## config.mk

```make
export PLATFORM = sky130hd
export DESIGN_NAME = cyc_prod_extrema
export DESIGN_NICKNAME = d
export VERILOG_FILES = /design/src/rtl/cps_pkg.sv /design/src/rtl/cps_products.sv /design/src/rtl/cps_adder.sv /design/src/rtl/cps_extrema.sv /design/src/rtl/cyc_prod_extrema.sv
export SDC_FILE = /design/constraint.sdc
export NUM_CORES = 2
export LEC_CHECK = 0
export BUFFER_PORTS_ARGS = -buffer_cell sky130_fd_sc_hd__buf_2
export CORE_MARGIN = 2
export CORE_UTILIZATION = 55
export CTS_BUF_LIST = sky130_fd_sc_hd__clkbuf_8 sky130_fd_sc_hd__clkbuf_16
export CTS_CLUSTER_SIZE = 12
export DETAILED_ROUTE_END_ITERATION = 10
export PLACE_DENSITY = 0.74
export SKIP_LAST_GASP = 1
export SLEW_MARGIN = 20
export SYNTH_ARGS = -nofsm -noshare
export SYNTH_HDL_FRONTEND = slang
export SYNTH_HIERARCHICAL = 1
export SYNTH_SLANG_ARGS = --single-unit
```

## constraint.sdc

```tcl
create_clock -name clk -period 12.15 [get_ports clk]
set_input_delay 0.6075 -clock clk [delete_from_list [all_inputs] [get_ports clk]]
set_output_delay 0.6075 -clock clk [all_outputs]
set_load 0.005 [all_outputs]
```

## src/rtl/cps_pkg.sv

```systemverilog
package cps_pkg;
    localparam int MAX_N = 18;
    localparam int EW    = 5;
    localparam int PW    = 2 * EW;
    localparam int SW    = 14;
    localparam int BUS_W = MAX_N * EW;
    localparam int LAT   = 3;

    typedef logic [EW-1:0] elem_t;
    typedef logic [PW-1:0] prod_t;
    typedef logic [SW-1:0] sum_t;

    typedef struct packed {
        sum_t lo;
        sum_t hi;
    } extrema_t;

    // Fold one sum into the running pair; a fresh run restarts the pair.
    function automatic extrema_t fold(extrema_t cur, sum_t s, logic fresh);
        extrema_t nx;
        nx = cur;
        if (fresh || s < cur.lo) nx.lo = s;
        if (fresh || s > cur.hi) nx.hi = s;
        return nx;
    endfunction
endpackage

```

## src/rtl/cps_products.sv

```systemverilog
module cps_products
    import cps_pkg::*;
(
    input  logic                     clk,
    input  logic                     rst,
    input  logic                     in_valid,
    input  logic [4:0]               n_val,
    input  logic [4:0]               n_plus1,
    input  logic [BUS_W-1:0]         elem_bus,
    output prod_t [MAX_N-1:0]        prod_q,
    output logic                     vld_q
);
    for (genvar i = 0; i < MAX_N; i++) begin : g_lane
        localparam int NXT = (i + 1) % MAX_N;
        elem_t a, b;
        logic  live, closing;

        assign a       = elem_bus[i*EW +: EW];
        assign closing = (int'(n_val) == i + 1);
        assign live    = (i + 1 < int'(n_plus1));
        assign b       = closing ? elem_bus[0 +: EW] : elem_bus[NXT*EW +: EW];

        always_ff @(posedge clk) begin
            if (rst) prod_q[i] <= '0;
            else     prod_q[i] <= live ? prod_t'(a) * prod_t'(b) : '0;
        end

        // lanes at or beyond n contribute nothing
        a_r2_idle_lane_zero: assert property (@(posedge clk) disable iff (rst)
            (int'(n_val) <= i && int'(n_plus1) == int'(n_val) + 1) |=> (prod_q[i] == '0));
    end

    always_ff @(posedge clk) begin
        if (rst) vld_q <= 1'b0;
        else     vld_q <= in_valid;
    end
endmodule

```

## src/rtl/cps_adder.sv

```systemverilog
module cps_adder
    import cps_pkg::*;
(
    input  logic              clk,
    input  logic              rst,
    input  prod_t [MAX_N-1:0] prod_in,
    input  logic              vld_in,
    output sum_t              sum_q,
    output logic              vld_q
);
    sum_t acc;

    always_comb begin
        acc = '0;
        for (int i = 0; i < MAX_N; i++) acc = acc + sum_t'(prod_in[i]);
    end

    always_ff @(posedge clk) begin
        if (rst) begin
            sum_q <= '0;
            vld_q <= 1'b0;
        end else begin
            sum_q <= acc;
            vld_q <= vld_in;
        end
    end
endmodule

```

## src/rtl/cps_extrema.sv

```systemverilog
module cps_extrema
    import cps_pkg::*;
(
    input  logic clk,
    input  logic rst,
    input  sum_t sum_in,
    input  logic vld_in,
    output sum_t sum_q,
    output sum_t min_q,
    output sum_t max_q,
    output logic vld_q
);
    extrema_t ext_q, ext_d;

    always_comb ext_d = fold(ext_q, sum_in, !vld_q);

    always_ff @(posedge clk) begin
        if (rst) begin
            ext_q <= '0;
            sum_q <= '0;
            vld_q <= 1'b0;
        end else begin
            sum_q <= sum_in;
            vld_q <= vld_in;
            if (vld_in) ext_q <= ext_d;
        end
    end

    assign min_q = ext_q.lo;
    assign max_q = ext_q.hi;

    // a fresh run seeds both extremes with its first sum
    a_r5_first_seeds: assert property (@(posedge clk) disable iff (rst)
        (vld_in && !vld_q) |=> (min_q == sum_q && max_q == sum_q));
    // within a run the extremes only widen
    a_r6_widen_only: assert property (@(posedge clk) disable iff (rst)
        (vld_in && vld_q) |=> (min_q <= $past(min_q) && max_q >= $past(max_q)));
    // no update while no valid sum arrives
    a_r7_hold_idle: assert property (@(posedge clk) disable iff (rst)
        !vld_in |=> ($stable(min_q) && $stable(max_q)));
    // the shown sum lies between the extremes
    a_r10_bounded: assert property (@(posedge clk) disable iff (rst)
        vld_q |-> (min_q <= sum_q && sum_q <= max_q));
endmodule

```

## src/rtl/cyc_prod_extrema.sv

```systemverilog
module cyc_prod_extrema
    import cps_pkg::*;
(
    input  logic             clk,
    input  logic             rst,
    input  logic             in_valid,
    input  logic [4:0]       n_val,
    input  logic [4:0]       n_plus1,
    input  logic [BUS_W-1:0] elem_bus,
    output logic [SW-1:0]    sum_out,
    output logic [SW-1:0]    min_out,
    output logic [SW-1:0]    max_out,
    output logic             out_valid
);
    prod_t [MAX_N-1:0] prod_s1;
    logic              vld_s1, vld_s2;
    sum_t              sum_s2;

    cps_products u_products (
        .clk(clk), .rst(rst), .in_valid(in_valid), .n_val(n_val),
        .n_plus1(n_plus1), .elem_bus(elem_bus), .prod_q(prod_s1), .vld_q(vld_s1)
    );

    cps_adder u_adder (
        .clk(clk), .rst(rst), .prod_in(prod_s1), .vld_in(vld_s1),
        .sum_q(sum_s2), .vld_q(vld_s2)
    );

    cps_extrema u_extrema (
        .clk(clk), .rst(rst), .sum_in(sum_s2), .vld_in(vld_s2),
        .sum_q(sum_out), .min_q(min_out), .max_q(max_out), .vld_q(out_valid)
    );

    logic [1:0] warm_q;
    always_ff @(posedge clk) begin
        if (rst)                   warm_q <= '0;
        else if (warm_q != 2'd3)   warm_q <= warm_q + 2'd1;
    end

    // output valid is the input valid three cycles late
    a_r4_valid_latency: assert property (@(posedge clk) disable iff (rst)
        (warm_q == 2'd3) |-> (out_valid == $past(in_valid, LAT)));
    // reset empties the outputs
    a_r9_reset_clears: assert property (@(posedge clk)
        rst |=> (!out_valid && sum_out == '0 && min_out == '0 && max_out == '0));
endmodule

```

==> impl_metrics.py <==
metrics = {
    "detailed_routing": {
        "drc_errors": 0,
        "drtIter0Drc": 1102,
        "ant_nets": 0,
        "vias_per_cell": 5.582,
        "vias": 20570,
        "drt-wirelength-per-cell_um": 18.54,
        "first_pass_iters": 8,
        "wirelength_mm": 68.30,
    },
    "sta": {
        "tightest_slew_ns": 0.9238,
        "min_period_over_period_pct": 50.80,
        "hold_violations": 0,
        "period_needed_ns": 6.172,
        "fin_tns_setup_ns": 0,
        "max-slew-margin-rel_pct": 38.41,
        "rsz0062_at_grt": "false",
        "skew_ns": 0.01250,
        "maxSlewViolCount": 0,
        "finalSetupViolCount": 0,
        "fmax_mhz": 162.0,
    },
    "clock_tree": {
        "cts_tree": "built",
        "clock_sinks": 239,
        "post_cts_buffers": 0,
        "clockBufferDepth": 3,
        "cts_resized": 0,
        "ctsRootBufferMaster": "clkbuf_16",
        "htreeDepth": 1,
        "clk_latency_ns": 0.55,
        "ctsHoldBuffers": 0,
        "cts_buffers": 26,
        "clk_pin_slew_worst_paths_ns": 0.07,
    },
    "die": {
        "chipHeight_um": 225.5,
        "core_area_mm2": 0.04865,
        "ios": 146,
        "fp.dieW_um": 225.5,
        "start_util_pct": 55.48,
        "die_area_mm2": 0.05086,
        "std_cell_rows": 81,
    },
    "synth": {
        "ys_types": 69,
        "syn-instance-count": 2910,
        "synth.area.top_cells": "fa_1 (23%), ha_1 (18%), dfxtp_1 (18%)",
        "syn_area_mm2": 0.02699,
        "yosys_warnings": 6,
        "synth_edf_count": 0,
        "yosysTopAreaCell": "fa_1",
        "synth_area_per_cell_um2": 9.275,
        "ys_async_sr_fraction_pct": 0,
        "synth_top_area_share_pct": 23.07,
        "synth_ff_type": "dfxtp_1",
        "synth_nets": 3707,
        "yosys_register_bits": 239,
        "seq_area_frac_synth_pct": 17.73,
    },
    "global_route": {
        "grt_pass1_wl_mm": 110.4,
        "grt_pass1_vias": 21510,
        "grt_max_degree": 67,
        "grtUsageTotal_pct": 27.34,
        "grt_overflow": 0,
        "antenna_found_initial": 7,
    },
    "status": {
        "status": "completed",
    },
    "layout": {
        "drive_above_1_share_pct": 8.369,
        "final_net_count": 3842,
        "areaGrowthSynthToFinish_pct": 8.099,
        "fill_cells": 4212,
        "layout.cells.non_filler": 3684,
    },
    "critical_path": {
        "cp-end-kind": "flip-flop",
        "worstPathArrival_ns": 6.60,
        "cp_max_fo": 5,
        "critPathKind": "flip-flop to flip-flop",
        "cp-start-kind": "flip-flop",
        "r2r_start": "u_products/prod_q[3]",
        "crit_start": "u_products/prod_q[3]",
        "crit_required_ns": 12.58,
    },
    "power": {
        "max-vdd-ir-drop_mv": 0.7574,
        "power.leakage_nw": 14.83,
        "powerDensity_mw_per_mm2": 273.6,
    },
    "placement": {
        "portBuffers": 145,
        "place_inst": 3639,
        "routabilityCongestion": 0.8853,
        "hpwl_mm": 56.16,
    },
    "worst_hold_path": {
        "hold_path.class": "input pin to flip-flop",
        "min_from": "in_valid",
    },
    "flow_run": {
        "maxCapViolations": 0,
    },
}
cells in the mapped netlist (75+ instances only):
cell and number:
inv_1 461, ha_1 383, fa_1 311, dfxtp_1 239, nand2_1 182, and2_1 180, nor2b_1 169, a21oi_1 123
nor2_1 91, nand2b_1 89, mux2i_1 78, nor3_1 75
layer usage:
metal	routed length, um	vias up	GRT usage (%)
li1	-	9838	-
met1	29890	10100	35.27
met2	33190	505	47.96
met3	3341	113	4.042
met4	1834	10	7.071
met5	50	-	0
metrics by stage:
stage	cell area [um2]	power [mW]	utilization (%)	setup slack, ns	hold slack, ns
finish	29180	7.983	59.97	5.978	0.3101
global route	29170	8.814	59.97	5.725	0.2949
CTS	29170	7.890	59.96	6.060	0.3024
detailed placement	28340	7.073	58.25	6.087	0.4483
global placement	28330	6.843	58.24	6.163	0.4455
floorplan	26990	5.710	-	6.547	0.4138
critical path, stage by stage (launching register included):
cell       delay [ns]
dfxtp_1          0.32
fa_1             0.47
ha_1             0.37
and3_4           0.22
a2111oi_4        0.41
o21ai_1          0.10
a21oi_1          0.19
xor2_1           0.37
ha_1             0.31
inv_1            0.09
fa_1             0.42
fa_1             0.53
fa_1             0.52
fa_1             0.55
inv_1            0.04
ha_1             0.37
nand2_1          0.12
o21ai_0          0.17
a21oi_1          0.10
o21a_1           0.18
o21ba_2          0.21
cell families (layout without fill, tap and decap cells):
group	after synthesis	after routing	share of synthesized area, %
mux	127	127	5.021
fa+ha+maj	694	694	40.82
xor+xnor	25	25	0.8113
flops	239	239	17.73
compound gates	389	389	9.606
buf+inv	503	652	7.130
simple gates	933	933	18.88
other cells	0	3	0
registers in the layout, summed over array words and instances, names as in the netlist:
signal	count
u_products/prod_q	180
u_products/vld_q	1
u_adder/vld_q	1
u_extrema/vld_q	1
u_extrema/min_q	14
u_extrema/max_q	14
u_adder/sum_q	14
u_extrema/sum_q	14
final timing paths:
path | slack [ns] | depth (start not counted) | end
worst max-delay path | 5.98 | 20 | u_adder/sum_q[13]
worst min-delay path | 0.31 | 2 | u_products/vld_q
worst max register to register | 5.98 | 20 | u_adder/sum_q[13]
worst min register to register | 0.47 | 1 | u_adder/vld_q
cells in the final DEF (no fill, tap or decap), drive strengths merged, types with 3 or more instances in the layout:
| cell type | instances |
|---|---|
| xor2 | 15 |
| nor2 | 92 |
| mux2i | 78 |
| buf | 149 |
| mux2 | 49 |
| diode | 3 |
| or3 | 15 |
| inv | 467 |
| o221ai | 3 |
| xnor2 | 10 |
| nor2b | 170 |
| nand3 | 47 |
| or4 | 7 |
| nor3 | 77 |
| nand4 | 11 |
| a31oi | 5 |
| nor4 | 5 |
| o21a | 41 |
| o21bai | 13 |
| o211ai | 10 |
| and2 | 180 |
| a21oi | 124 |
| a211oi | 39 |
| dfxtp | 239 |
| a211o | 9 |
| nand2 | 182 |
| clkbuf | 33 |
| o21ai | 52 |
| a21o | 52 |
| and3 | 22 |
| o211a | 14 |
| nor3b | 22 |
| fa | 311 |
| o31ai | 16 |
| nand2b | 89 |
| or2 | 9 |
| and2b | 3 |
| ha | 383 |
where the power goes:
group / internal, mW / total [mW] / leakage, nW / switching, mW
clock: 0.455 / 0.770 / 0.429 / 0.315
sequential: 0.935 / 1.01 / 1.96 / 0.0707
combinational: 2.57 / 6.21 / 12.4 / 3.64
total: 3.96 / 7.98 / 14.8 / 4.02
area by class of cell:
cell class | count | area, um2 | area share (%)
multi-input cells | 2168 | 20290 | 69.54
flip-flops and latches | 239 | 4785 | 16.40
inverters | 461 | 1730 | 5.931
well taps | 622 | 778.2 | 2.667
clock buffers | 33 | 758.2 | 2.599
repair buffers | 149 | 755.7 | 2.590
clock inverters | 9 | 71.32 | 0.2444
diodes | 3 | 7.507 | 0.02573
Note: power is estimated with default switching activity, not from simulation.
